<file path="config.mk">
export PLATFORM = sky130hd
export DESIGN_NAME = burst_addr_seq
export DESIGN_NICKNAME = d
export VERILOG_FILES = /design/src/rtl/burst_seq_pkg.sv /design/src/rtl/bseq_start_reg.sv /design/src/rtl/bseq_beat_ctr.sv /design/src/rtl/bseq_order.sv /design/src/rtl/burst_addr_seq.sv
export SDC_FILE = /design/constraint.sdc
export NUM_CORES = 1
export LEC_CHECK = 0
export BUFFER_PORTS_ARGS = -buffer_cell sky130_fd_sc_hd__buf_4
export CAP_MARGIN = 0
export CORE_MARGIN = 2
export CORE_UTILIZATION = 37
export DETAILED_ROUTE_END_ITERATION = 12
export GPL_TIMING_DRIVEN = 0
export PLACE_DENSITY_LB_ADDON = 0.08
export SYNTH_ARGS = -nofsm -noshare
export SYNTH_HDL_FRONTEND = slang
export SYNTH_SLANG_ARGS = --single-unit
</file>
<file path="constraint.sdc">
create_clock -name clk -period 1.7 [get_ports clk]
set_input_delay 0.34 -clock clk [delete_from_list [all_inputs] [get_ports clk]]
set_output_delay 0.34 -clock clk [all_outputs]
set_load 0.02 [all_outputs]
</file>
<file path="src/rtl/burst_seq_pkg.sv">
package burst_seq_pkg;
  typedef enum logic {
    ORD_LINEAR     = 1'b0,
    ORD_INTERLEAVE = 1'b1
  } order_e;
endpackage

</file>
<file path="src/rtl/bseq_start_reg.sv">
module bseq_start_reg #(
  parameter int ADDR_W = 20
) (
  input  logic              clk,
  input  logic              rst,
  input  logic              load,
  input  logic [ADDR_W-1:0] addr_in,
  output logic [ADDR_W-1:0] base_q
);
  always_ff @(posedge clk) begin
    if (rst)       base_q <= '0;
    else if (load) base_q <= addr_in;
  end


  base_capture_chk: assert property (@(posedge clk) disable iff (rst)
    load |=> base_q == $past(addr_in));


  base_keep_chk: assert property (@(posedge clk) disable iff (rst)
    !load |=> $stable(base_q));
endmodule

</file>
<file path="src/rtl/bseq_beat_ctr.sv">
module bseq_beat_ctr #(
  parameter int BEAT_W = 2
) (
  input  logic              clk,
  input  logic              rst,
  input  logic              load,
  input  logic              step,
  output logic [BEAT_W-1:0] beat_q
);
  always_ff @(posedge clk) begin
    if (rst)       beat_q <= '0;
    else if (load) beat_q <= '0;
    else if (step) beat_q <= BEAT_W'(beat_q + 1'b1);
  end


  beat_step_chk: assert property (@(posedge clk) disable iff (rst)
    (step && !load) |=> beat_q == BEAT_W'($past(beat_q) + 1'b1));


  beat_hold_chk: assert property (@(posedge clk) disable iff (rst)
    (!step && !load) |=> $stable(beat_q));


  load_wins_chk: assert property (@(posedge clk) disable iff (rst)
    (load && step) |=> beat_q == '0);
endmodule

</file>
<file path="src/rtl/bseq_order.sv">
module bseq_order #(
  parameter int BEAT_W = 2
) (
  input  logic [BEAT_W-1:0] start_low,
  input  logic [BEAT_W-1:0] beat,
  input  logic              order_sel,
  output logic [BEAT_W-1:0] low_out
);
  import burst_seq_pkg::*;

  function automatic logic [BEAT_W-1:0] linear_low(
      input logic [BEAT_W-1:0] s, input logic [BEAT_W-1:0] b);
    return BEAT_W'(s + b);
  endfunction

  function automatic logic [BEAT_W-1:0] xor_low(
      input logic [BEAT_W-1:0] s, input logic [BEAT_W-1:0] b);
    return s ^ b;
  endfunction

  order_e ord;
  assign ord = order_e'(order_sel);

  always_comb begin
    case (ord)
      ORD_INTERLEAVE: low_out = xor_low(start_low, beat);
      default:        low_out = linear_low(start_low, beat);
    endcase
  end


  always_comb begin
    if (beat == '0) beat0_start_chk: assert (low_out == start_low);
  end
endmodule

</file>
<file path="src/rtl/burst_addr_seq.sv">
module burst_addr_seq #(
  parameter int ADDR_W    = 20,
  parameter int BURST_LEN = 4
) (
  input  logic              clk,
  input  logic              rst,
  input  logic              chip_en,
  input  logic              strobe_n,
  input  logic              advance,
  input  logic              order_sel,
  input  logic [ADDR_W-1:0] start_addr,
  output logic [ADDR_W-1:0] burst_addr,
  output logic [1:0]        beat_idx,
  output logic              final_beat
);
  localparam int BEAT_W = $clog2(BURST_LEN);
  localparam logic [BEAT_W-1:0] LAST = BEAT_W'(BURST_LEN - 1);

  logic              load_ev;
  logic              step_ev;
  logic [ADDR_W-1:0] base_q;
  logic [BEAT_W-1:0] beat_q;
  logic [BEAT_W-1:0] low_bits;
  logic              wrap_ev;

  assign load_ev = chip_en && !strobe_n;
  assign step_ev = advance;
  assign wrap_ev = step_ev && !load_ev && (beat_q == LAST);

  bseq_start_reg #(.ADDR_W(ADDR_W)) u_start (
    .clk(clk), .rst(rst), .load(load_ev), .addr_in(start_addr), .base_q(base_q)
  );

  bseq_beat_ctr #(.BEAT_W(BEAT_W)) u_ctr (
    .clk(clk), .rst(rst), .load(load_ev), .step(step_ev), .beat_q(beat_q)
  );

  bseq_order #(.BEAT_W(BEAT_W)) u_ord (
    .start_low(base_q[BEAT_W-1:0]), .beat(beat_q),
    .order_sel(order_sel), .low_out(low_bits)
  );

  assign burst_addr = {base_q[ADDR_W-1:BEAT_W], low_bits};
  assign beat_idx   = 2'(beat_q);
  assign final_beat = (beat_q == LAST);


  reset_clear_chk: assert property (@(posedge clk)
    rst |=> (burst_addr == '0 && beat_idx == 2'd0 && !final_beat));


  wrap_start_chk: assert property (@(posedge clk) disable iff (rst)
    wrap_ev |=> (burst_addr == base_q && beat_idx == 2'd0));


  upper_keep_chk: assert property (@(posedge clk) disable iff (rst)
    !load_ev |=> $stable(burst_addr[ADDR_W-1:BEAT_W]));
endmodule

</file>
# Yosys cells after proc, flatten, opt, wreduce, memory -nomap -nowiden

Index checks and enable logic that the tools add are counted.

Divide/modulo/power cells: 0
Multipliers: 0
Bitwise gates (word level): 1
Reductions and logical operators: 3
Shifts and indexed selects: 0
Magnitude comparators: 0
Mux-type cells: 1
Add/sub/neg operators: 2
Eq/ne operators: 1

Operator list:

| kind                                         | number |
|---|---|
| adder 2 x 1 -> 2 bit (second input constant) | 1 |
| adder 2 bit                                  | 1 |
| == test 2 bit (second input constant)        | 1 |
| two-way mux 2 bit                            | 1 |
| OR reduction 2 bit                           | 1 |
| bitwise XOR 2 bit                            | 1 |
| logical AND 1 bit                            | 1 |
| zero test 1 bit                              | 1 |

Word-level logic and storage cells: 10
Memories: 0
Register bits: 22
Output and inout port bits: 23
Bits in writable memories: 0
Bits in read-only memories: 0
Bits of input ports: 26
Bits in latches: 0

# Longest topological paths before layout

Gate-level depths: netlist of the first run.

Word-level depth: 3
Gate-level depth with buffers: 4
Mapped depth without buffers: 3

# By module

A second synthesis of the first run with hierarchy kept.

Cells, all modules: 78
Area, all modules: 847.1 µm²

Modules (own cells, without submodules):

| module         | seq. area each (µm²) | times used | cells an instance | area an instance (µm²) |
|---|---|---|---|---|
| bseq_start_reg | 400.4                | 1          | 64                | 705.7 |
| bseq_beat_ctr  | 40.0                 | 1          | 8                 | 85.1 |
| bseq_order     | 0.0                  | 1          | 4                 | 36.3 |
| burst_addr_seq | 0.0                  | 1          | 2                 | 20.0 |

# Worst setup path after synthesis of the first run

OpenSTA, ideal clock, no wires.

Path kind: register to output
From: reg u_ctr.beat_q[0]
To: out burst_addr[1]
Buffers on the path: 0
Slack: 0.253 ns
Arrival: 1.107 ns
Stages on the path, launching flop included: 4
Required time: 1.360 ns
Cells stage by stage: dfxtp_1 -> ha_1 -> nor2b_1 -> xnor2_1

Longest elaborated chain between the ends: 2

RTL lines:

| item                     | RTL line             | RTL |
|---|---|---|
| start: declaration       | bseq_beat_ctr.sv:8   | `output logic [BEAT_W-1:0] beat_q` |
| start signal: assignment | bseq_beat_ctr.sv:13  | `else if (step) beat_q <= BEAT_W'(beat_q + 1'b1);` |
| adder 2 bit              | bseq_order.sv:13     | `return BEAT_W'(s + b);` |
| two-way mux 2 bit        | bseq_order.sv:25     | `case (ord)` |
| end: declaration         | burst_addr_seq.sv:12 | `output logic [ADDR_W-1:0] burst_addr,` |

No other way between the ends.

# Worst setup path after layout of the first run

Ends and elaborated chain as after synthesis.

==> results of run 1 <==
layer usage:
layer  vias to the layer above  track usage [%]
li1                        458                -
met1                       376             16.3
met2                        29             24.6
met3                         2             6.56
met4                         0             2.50
met5                         -                0
registers in the layout (all words and copies together) (netlist names):
name            flops
u_ctr.beat_q        2
u_start.base_q     20
how the worst max path moves through the flow:
stage | endpoint | slack, ns | cells past startpoint
CTS | burst_addr[1] | 0.03 | 4
detailed placement | burst_addr[1] | 0.38 | 4
global route | burst_addr[1] | 0.02 | 4
floorplan | burst_addr[1] | 0.25 | 3
finish | burst_addr[1] | 0.11 | 4
global placement | burst_addr[1] | 0.38 | 4
logic make-up (layout without fill, tap and decap cells):
kind of cell / Yosys count / after routing / share of synthesized area, %
fa+ha+maj: 2 / 2 / 2.62
simple gates: 45 / 45 / 19.0
mux: 1 / 1 / 1.05
xor+xnor: 3 / 3 / 2.75
compound gates: 20 / 20 / 10.5
buf+inv: 24 / 75 / 18.0
flops: 22 / 22 / 46.1
area by class of cell:
cell class,count,area [um2]
buffer,24,171
multi-input combinational,71,343
timing repair buffer,48,360
clock buffer,3,22.5
tap,30,37.5
sequential,22,442
fill,260,1080
critical path: stages (launching register included):
cell and delay, ns:
dfxtp_2 0.36, ha_1 0.18, nor2b_1 0.13, xnor2_1 0.12
buf_4 0.16
Yosys cell counts (all sizes together):
| library cell | count |
|---|---|
| ha | 2 |
| a21oi | 20 |
| clkbuf | 2 |
| nand2 | 40 |
| nor2b | 1 |
| mux2i | 1 |
| xnor2 | 3 |
| dfxtp | 22 |
| buf | 22 |
| nor3 | 2 |
| nand2b | 1 |
| and2b | 1 |
repair_timing:
action,in CTS,in global routing
endpoints found under the hold margin,0,0
setup endpoints to repair,0,1
resized for setup,0,1
metrics by stage:
step	setup WS, ns	instances	utilization (%)	power (mW)	instance area [um2]
6_report	0.115	198	56.1	1.00	1380
5_1_grt	0.0186	198	56.1	1.06	1380
4_1_cts	0.0313	198	56.0	1.01	1380
3_5_place_dp	0.384	195	55.1	0.789	1350
3_3_place_gp	0.382	195	55.1	0.786	1350
2_1_floorplan	0.253	117	-	0.688	955
power by group through the flow:
stage | Clock, mW | Sequential [mW] | Combinational, mW
floorplan | 0 | 0.567 | 0.121
global placement | 0 | 0.566 | 0.220
detailed placement | 0 | 0.567 | 0.223
CTS | 0.234 | 0.555 | 0.223
global route | 0.259 | 0.559 | 0.242
finish | 0.225 | 0.555 | 0.220
==> results by group, run 1 <==
Outcome
  – Outcome: complete, no violations

Worst setup path
  – Flop-to-flop setup slack: 0.76 ns
  – Critical Setup Path Class: flop to output port
  – R2R depth: 3
  – Critical path origin: u_ctr.beat_q[0]$_SDFFE_PP0P_
  – Critical path data required time: 1.36 ns
  – Crit path launch type: flop
  – WP data arrival: 1.25 ns
  – Crit Path Max Fanout: 4
  – Reg-to-reg critical path endpoint: u_ctr.beat_q[1]$_SDFFE_PP0P_
  – Setup crit end kind: output port
  – RR Startpoint: u_ctr.beat_q[1]$_SDFFE_PP0P_

STA
  – Setup violations, final: 0
  – Slew headroom: 68.2%
  – Fin. max-slew vios: 0
  – Tcrit/Tclk final: 93.2%
  – Crit path time final: 1.59 ns
  – Setup Total Neg Slack: 0 ns
  – RSZ-0062 raised after global routing: false
  – Clock skew: 0.0000329 ns
  – Fmax: 0.631 GHz
  – WHS: 0.214 ns
  – Final Hold Fails: 0
  – Worst-margin pin slew: 0.477 ns

Logic synthesis
  – Yosys warns: 0
  – Post-synthesis sequential area ratio: 46.1%
  – Area leader, netlist: dfxtp_1
  – Mapped Cells: 117
  – Top-area cell type share of the netlist area: 46.1%
  – Synth top area cells: dfxtp_1 46%, nand2_1 16%, buf_4 15%, a21oi_1 10%, xnor2_1 2.8%
  – Synth cell types: 14
  – FF+latch count, synth: 22
  – Synth Net Count: 145
  – Cell area after synthesis: 955 um2
  – Synth Area per Inst: 8.16 um2

Global routing
  – First-pass GRT wire length: 3.04 mm
  – Initial antenna violation count: 0
  – Largest net degree at the start of global routing: 12
  – GRT Overall Usage: 14.3%
  – Total grt overflow: 0
  – Vias in the first global route: 733

Floorplan
  – Initial core utilization: 38.9%
  – Floorplan Core Area: 2450 um2
  – Die width: 54.8 um
  – Die extent in y: 54.8 um
  – Die area: 3000 um2
  – Row cnt: 18
  – Io pins: 49

Min path
  – Worst hold endpoint: u_ctr.beat_q[0]$_SDFFE_PP0P_
  – Hold Path Origin: rst
  – Hold crit path type: input port to flop
  – Worst hold path depth: 2

Layout
  – Most frequent cells in the layout: 67 x buf_4, 40 x nand2_1, 21 x dfxtp_1
  – Antenna diode instance count: 0
  – Area Growth Syn to Fin: 44.2%
  – Commonest non-fill, non-tap cell in the layout: buf_4
  – Layout cells sized above 1: 44.6%
  – Fin nets: 198

Drt
  – Final wirelength: 1.94 mm
  – Highest metal used: met4
  – Pre-antenna DRT Iters: 4
  – WL/cell: 9.81 um
  – DRT antenna net count: 0
  – Met2 WL: 942 um
  – DRT iter0 DRCs: 6
  – Vias after detailed routing: 865
  – Vias per cell: 4.37
  – DRC Markers: 0
  – Met3 Wirelength: 164 um
  – Met1 WL: 820 um

Power and ir drop
  – Int Pwr: 0.744 mW
  – Max IR drop VDD: 501 uV
  – Share of power burned in registers: 55.5%
  – Logic pwr share: 22.0%
  – Clock share of power: 22.5%
  – Pwr dens: 727 nW/um2
  – Net load switching power: 0.256 mW
  – Switching Share: 25.6%
  – P_leak: 0.663 nW

Clock tree
  – Clock Tree Buf Depth: 2
  – Root buffer cell: clkbuf_4
  – H-tree Lvls: 1
  – Clock Latency Late Sink: 0.29 ns
  – Clock sinks: 22
  – CTS buffer count: 3
  – TritonCTS clock tree: yes
  – Post-CTS Setup Bufs: 0
  – Hold Buf Count CTS: 0
  – Clock transition at path regs: 0.10 ns

Placed design
  – GPL Wtd Cong: 0.656
  – Detailed Place HPWL: 1.48 mm
  – Buffers on Ports: 48

Flow run
  – Max-cap viol count: 0
Power figures use the tool's default switching activity.
==> run 2: changes to the inputs <==
--- a/config.mk
+++ b/config.mk
@@ -5,13 +5,14 @@
 export SDC_FILE = /design/constraint.sdc
 export NUM_CORES = 1
 export LEC_CHECK = 0
-export BUFFER_PORTS_ARGS = -buffer_cell sky130_fd_sc_hd__buf_4
 export CAP_MARGIN = 0
 export CORE_MARGIN = 2
 export CORE_UTILIZATION = 37
 export DETAILED_ROUTE_END_ITERATION = 12
+export DONT_BUFFER_PORTS = 1
 export GPL_TIMING_DRIVEN = 0
 export PLACE_DENSITY_LB_ADDON = 0.08
 export SYNTH_ARGS = -nofsm -noshare
 export SYNTH_HDL_FRONTEND = slang
+export SYNTH_HIERARCHICAL = 1
 export SYNTH_SLANG_ARGS = --single-unit
==> run 2 against run 1 <==
  * Sequential power up 6.1%
  * Synthesized cell count fell by 33%
  * Power shrank 3.6%
  * Clock power up 26%
  * Non-clock buffer count down 68
  * Synthesized area decreased by 11%
  * Largest power group unchanged
==> results by group, run 2 <==
Outcome
  – Outcome: complete, no violations

Placed design
  – Detailed Place HPWL: 1.05 mm
  – Area after DPL: 882 um2
  – Buffers on Ports: 0
  – GPL Wtd Cong: 0.585

Worst setup path
  – Critical path depth: 3
  – Crit-path cells: ha_1, nor2b_1, xnor2_2
  – R2R depth: 2
  – Crit path launch type: flop
  – Crit path max-delay cell type: dfxtp_4
  – Setup crit end kind: output port
  – Critical Setup Path Class: flop to output port
  – Critical path data required time: 1.36 ns
  – Crit-path max cell delay: 0.40 ns
  – Crit Path Max Fanout: 6
  – WP data arrival: 1.28 ns
  – Buf/Inv on CP: 0
  – Crit path max-delay family: flip-flops

Layout
  – Most frequent cells in the layout: 21 x nor2_1, 20 x mux2i_1, 20 x dfxtp_1
  – Area Growth Syn to Fin: 9.90%
  – Layout cells sized above 1: 13.4%
  – Largest register by flop count: u_start/base_q
  – Final core occ: 42.5%
  – Commonest non-fill, non-tap cell in the layout: nor2_1
  – Antenna diode instance count: 0
  – Max reg flops: 20
  – Top Registers: u_start/base_q: 20 flops, u_ctr/beat_q: 2 flops
  – Fin nets: 110
  – Fill cell count: 220
  – Design Area, Final: 931 um2

Floorplan
  – Row cnt: 17
  – Die area: 2690 um2
  – Io pins: 49
  – Initial core utilization: 38.7%
  – Die width: 51.8 um
  – Die extent in y: 51.8 um
  – Floorplan Core Area: 2190 um2

Logic synthesis
  – Xor/xnor share of the synthesized area: 3.10%
  – Synth Area per Inst: 10.9 um2
  – Mux share of post-synthesis cell area: 23.6%
  – Area leader, netlist: dfxtp_1
  – Top-area cell type share of the netlist area: 52.0%
  – Synth Net Count: 105
  – Synth top area cells: dfxtp_1 52%, mux2i_1 24%, nor2_1 9.3%, xnor2_1 3.1%, buf_6 2.7%
  – Mapped Cells: 78
  – Adder-cell share of the synthesized area: 1.48%
  – FF+latch count, synth: 22
  – Yosys warns: 6
  – Synth cell types: 14
  – Post-synth top cells: 22 x dfxtp_1, 21 x nor2_1, 20 x mux2i_1
  – Async SR Flop Fraction: 0%
  – Synth Area in Simple Gates: 14.0%
  – Main flop type after synthesis: dfxtp_1
  – Cell area after synthesis: 847 um2
  – Post-synthesis sequential area ratio: 52.0%
  – Top-count cell post-synth: dfxtp_1
  – Post-synth EDFFs: 0
  – Compound-Gate Fraction of Synth Area: 2.22%
  – Largest family of logic cells by synthesized area: multiplexers

Global routing
  – Largest net degree at the start of global routing: 13
  – GRT Overall Usage: 10.6%
  – Vias in the first global route: 500
  – First-pass GRT wire length: 2.06 mm
  – Initial antenna violation count: 0
  – Total grt overflow: 0

Clock tree
  – TritonCTS clock tree: yes
  – H-tree Lvls: 1
  – CTS buffer count: 3
  – Hold Buf Count CTS: 0
  – Clock sinks: 22
  – Clock Tree Buf Depth: 2
  – Clock Latency Late Sink: 0.30 ns
  – Post-CTS Setup Bufs: 0
  – Root buffer cell: clkbuf_4
  – Clock transition at path regs: 0.12 ns

Drt
  – DRC Markers: 0
  – DRT iter0 DRCs: 0
  – Vias per cell: 4.73
  – Vias after detailed routing: 520
  – Pre-antenna DRT Iters: 1
  – DRT antenna net count: 0
  – Final wirelength: 1.41 mm
  – WL/cell: 12.8 um

Min path
  – Hold crit path type: input port to flop
  – Worst hold path depth: 2

Power and ir drop
  – Max IR drop VDD: 502 uV
  – Pwr dens: 1040 nW/um2
  – P_leak: 0.369 nW

STA
  – Slew headroom: 70.8%
  – Fin. max-slew vios: 0
  – RSZ-0062 raised after global routing: false
  – Tcrit/Tclk final: 95.1%
  – Crit path time final: 1.62 ns
  – Worst-margin pin slew: 0.439 ns
  – Fmax: 0.619 GHz
  – Clock skew: 0.000252 ns
  – Final Hold Fails: 0
  – Setup Total Neg Slack: 0 ns
  – Setup violations, final: 0

Flow run
  – Max-cap viol count: 0
## run 2: changes by cell type in the layout (fill, tap and decap cells not counted), moves of 2 or more
cell     delta
a21oi_1    -20
mux2i_1    +19
nor2_1     +21
nor3_1      -2
buf_4      -67
nand2_1    -40
buf_2       -2
## run 2: power by group
| part | total, mW | switching, mW | internal [mW] |
|---|---|---|---|
| Sequential | 0.589 | 0.0473 | 0.542 |
| Clock | 0.284 | 0.153 | 0.131 |
| Combinational | 0.0907 | 0.0462 | 0.0445 |
| Total | 0.964 | 0.247 | 0.717 |
## run 2: repair_timing
item,in CTS,in global routing
setup endpoints to repair,1,1
hold endpoints to repair,0,0
resized for setup,2,2
pin swaps,0,0
## run 2: routing by layer
metal | vias to the layer above | track usage (%) | part of all wire, %
met2 | 27 | 19.0 | 49
met5 | - | 0 | 0
li1 | 262 | - | -
met4 | 0 | 5.26 | 0
met1 | 231 | 10.8 | 39
met3 | 0 | 3.45 | 11
## run 2: kinds of logic (layout without fill, tap and decap cells)
logic type	Yosys count	after routing
XOR/XNOR	3	3
AND/OR/NAND/NOR	26	26
multiplexers	20	20
flip-flops	22	22
AO/OA/AOI/OAI	2	2
adder cells (fa/ha/maj)	1	1
buffers and inverters	4	8
## run 2: metrics by stage
step / setup WS (ns) / hold slack, ns / instances / power (mW)
after floorplan: 0.252 / 0.467 / 78 / 0.677
after global placement: 0.202 / 0.489 / 106 / 0.690
after detailed placement: 0.208 / 0.498 / 106 / 0.692
after CTS: 0.0304 / 0.171 / 110 / 0.979
after global routing: 0.0210 / 0.171 / 110 / 1.01
final: 0.0835 / 0.179 / 110 / 0.964
## run 2: final timing paths
check | start | end | slack [ns]
max | u_ctr/beat_q[0]$_SDFFE_PP0P_ | burst_addr[1] | 0.08
min | start_addr[9] | u_start/base_q[9]$_SDFFE_PP0P_ | 0.18
max reg2reg | u_ctr/beat_q[1]$_SDFFE_PP0P_ | u_ctr/beat_q[1]$_SDFFE_PP0P_ | 0.88
min reg2reg | u_start/base_q[0]$_SDFFE_PP0P_ | u_start/base_q[0]$_SDFFE_PP0P_ | 0.52
## run 2: area by class of cell
class | instances | area, um2 | share of cell area [%]
well taps | 28 | 35.0 | 3.76
clock buffers | 4 | 36.3 | 3.90
multi-input cells | 52 | 384 | 41.3
plain buffers | 4 | 30.0 | 3.23
flip-flops and latches | 22 | 445 | 47.8
==> run 3: changes to the inputs <==
==> constraint.sdc (replaced) <==
create_clock -name clk -period 1.94 [get_ports clk]
set_input_delay 0.388 -clock clk [delete_from_list [all_inputs] [get_ports clk]]
set_output_delay 0.388 -clock clk [all_outputs]
set_load 0.02 [all_outputs]
==> run 3 against run 2 <==
  * Sequential power shrank 12%
  * Setup slack improved by 0.038 ns
  * Register-to-register slack improved by 0.14 ns
  * Largest cell class unchanged
  * Via count up 0.19%
==> results by group, run 3 (synthesis gave the netlist of run 2 again) <==
STA
  – Crit path time final: 1.82 ns
  – RSZ-0062 raised after global routing: false
  – Slew headroom: 70.8%
  – Setup ws final: 0.121 ns
  – Setup Total Neg Slack: 0 ns
  – Fin. max-slew vios: 0
  – Tcrit/Tclk final: 93.8%
  – Final Hold Fails: 0
  – Worst-margin pin slew: 0.439 ns
  – Setup violations, final: 0
  – Fmax: 0.550 GHz
  – Clock skew: 0.000247 ns

Floorplan
  – Initial core utilization: 38.7%
  – Row cnt: 17
  – Die area: 2690 um2
  – Die extent in y: 51.8 um
  – Io pins: 49
  – Die width: 51.8 um
  – Floorplan Core Area: 2190 um2

Clock tree
  – Clock transition at path regs: 0.12 ns
  – Post-CTS Setup Bufs: 0
  – H-tree Lvls: 1
  – CTS buffer count: 3
  – Clock sinks: 22
  – Clock Latency Late Sink: 0.30 ns
  – Clock Tree Buf Depth: 2
  – Root buffer cell: clkbuf_4
  – TritonCTS clock tree: yes

Worst setup path
  – WP data arrival: 1.43 ns
  – Crit path launch type: flop
  – Flop-to-flop setup slack: 1.02 ns
  – R2R depth: 2
  – Setup crit end kind: output port
  – Reg-to-reg critical path endpoint: u_ctr/beat_q[1]$_SDFFE_PP0P_
  – Critical path data required time: 1.55 ns
  – Crit Path Max Fanout: 6
  – Critical Setup Path Class: flop to output port
  – RR Startpoint: u_ctr/beat_q[1]$_SDFFE_PP0P_

Layout
  – Largest register by flop count: u_start/base_q
  – Top Registers: u_start/base_q: 20 flops, u_ctr/beat_q: 2 flops
  – Layout cells sized above 1: 11.0%
  – Fill cell count: 220
  – Most frequent cells in the layout: 22 x dfxtp_1, 21 x nor2_1, 20 x mux2i_1
  – Max reg flops: 20
  – Area Growth Syn to Fin: 9.31%
  – Commonest non-fill, non-tap cell in the layout: dfxtp_1
  – Fin nets: 110
  – Antenna diode instance count: 0

Global routing
  – Vias in the first global route: 488
  – Initial antenna violation count: 0
  – First-pass GRT wire length: 2.04 mm
  – Total grt overflow: 0
  – Largest net degree at the start of global routing: 13
  – GRT Overall Usage: 10.4%

Outcome
  – Outcome: complete, no violations

Placed design
  – GPL Wtd Cong: 0.585
  – Detailed Place HPWL: 1.05 mm
  – Buffers on Ports: 0
  – Pre-CTS WS: 0.400 ns

Power and ir drop
  – Max IR drop VDD: 440 uV
  – Pwr dens: 912 nW/um2
  – Tot Pwr: 0.844 mW
  – P_leak: 0.368 nW

Min path
  – Hold crit path type: input port to flop
  – Worst hold path depth: 2
  – Worst hold endpoint: u_start/base_q[9]$_SDFFE_PP0P_
  – Hold Path Origin: start_addr[9]

Flow run
  – Max-cap viol count: 0

Drt
  – WL/cell: 12.8 um
  – Final wirelength: 1.41 mm
  – Pre-antenna DRT Iters: 1
  – Vias after detailed routing: 521
  – DRC Markers: 0
  – Vias per cell: 4.74
  – DRT iter0 DRCs: 0
  – DRT antenna net count: 0
-- run 3: cell counts in the layout (fill, tap and decap cells not counted) --
Identical to the previous run, type by type.
-- run 3: critical path, stage by stage, from the launching register on --
cell,delay (ns)
dfxtp_1,0.55
ha_1,0.20
nor2b_1,0.20
xnor2_2,0.19
-- run 3: how the worst max path moves through the flow --
stage / start / to / slack, ns / cells past startpoint
final: u_ctr/beat_q[0]$_SDFFE_PP0P_ / burst_addr[1] / 0.12 / 3
after global routing: u_ctr/beat_q[0]$_SDFFE_PP0P_ / burst_addr[1] / 0.03 / 3
after CTS: u_ctr/beat_q[0]$_SDFFE_PP0P_ / burst_addr[1] / 0.05 / 3
after detailed placement: u_ctr/beat_q[0]$_SDFFE_PP0P_ / burst_addr[1] / 0.40 / 3
after global placement: u_ctr/beat_q[0]$_SDFFE_PP0P_ / burst_addr[1] / 0.39 / 3
after floorplan: u_ctr/beat_q[0]$_SDFFE_PP0P_ / burst_addr[1] / 0.44 / 3
-- run 3: power breakdown --
group          switching [mW]  internal, mW
registers              0.0414         0.475
logic                  0.0405        0.0389
clock network           0.134         0.114
-- run 3: timing repair --
item                       CTS  global route
setup endpoints to repair    0             1
hold buffers                 0             0
gates resized for setup      0             1
-- run 3: through the flow --
| step | utilization (%) | hold WS [ns] | instances | instance area (um2) |
|---|---|---|---|---|
| floorplan | - | 0.467 | 78 | 847 |
| global placement | 40.3 | 0.494 | 106 | 882 |
| detailed placement | 40.3 | 0.499 | 106 | 882 |
| CTS | 41.9 | 0.219 | 110 | 918 |
| global route | 42.3 | 0.221 | 110 | 926 |
| finish | 42.3 | 0.227 | 110 | 926 |
-- run 3: per-layer routing --
layer  global-route usage (%)  part of all wire [%]
met1                     10.8                    39
met4                     5.26                     0
met3                     3.45                    11
met2                     18.6                    50
met5                        0                     0
-- run 3: cell type report --
type / instances / area [um2] / share of cell area (%)
flip-flops and latches: 22 / 440 / 47.6
multi-input cells: 52 / 384 / 41.5
clock buffers: 4 / 36.3 / 3.92
well taps: 28 / 35.0 / 3.78
plain buffers: 4 / 30.0 / 3.24
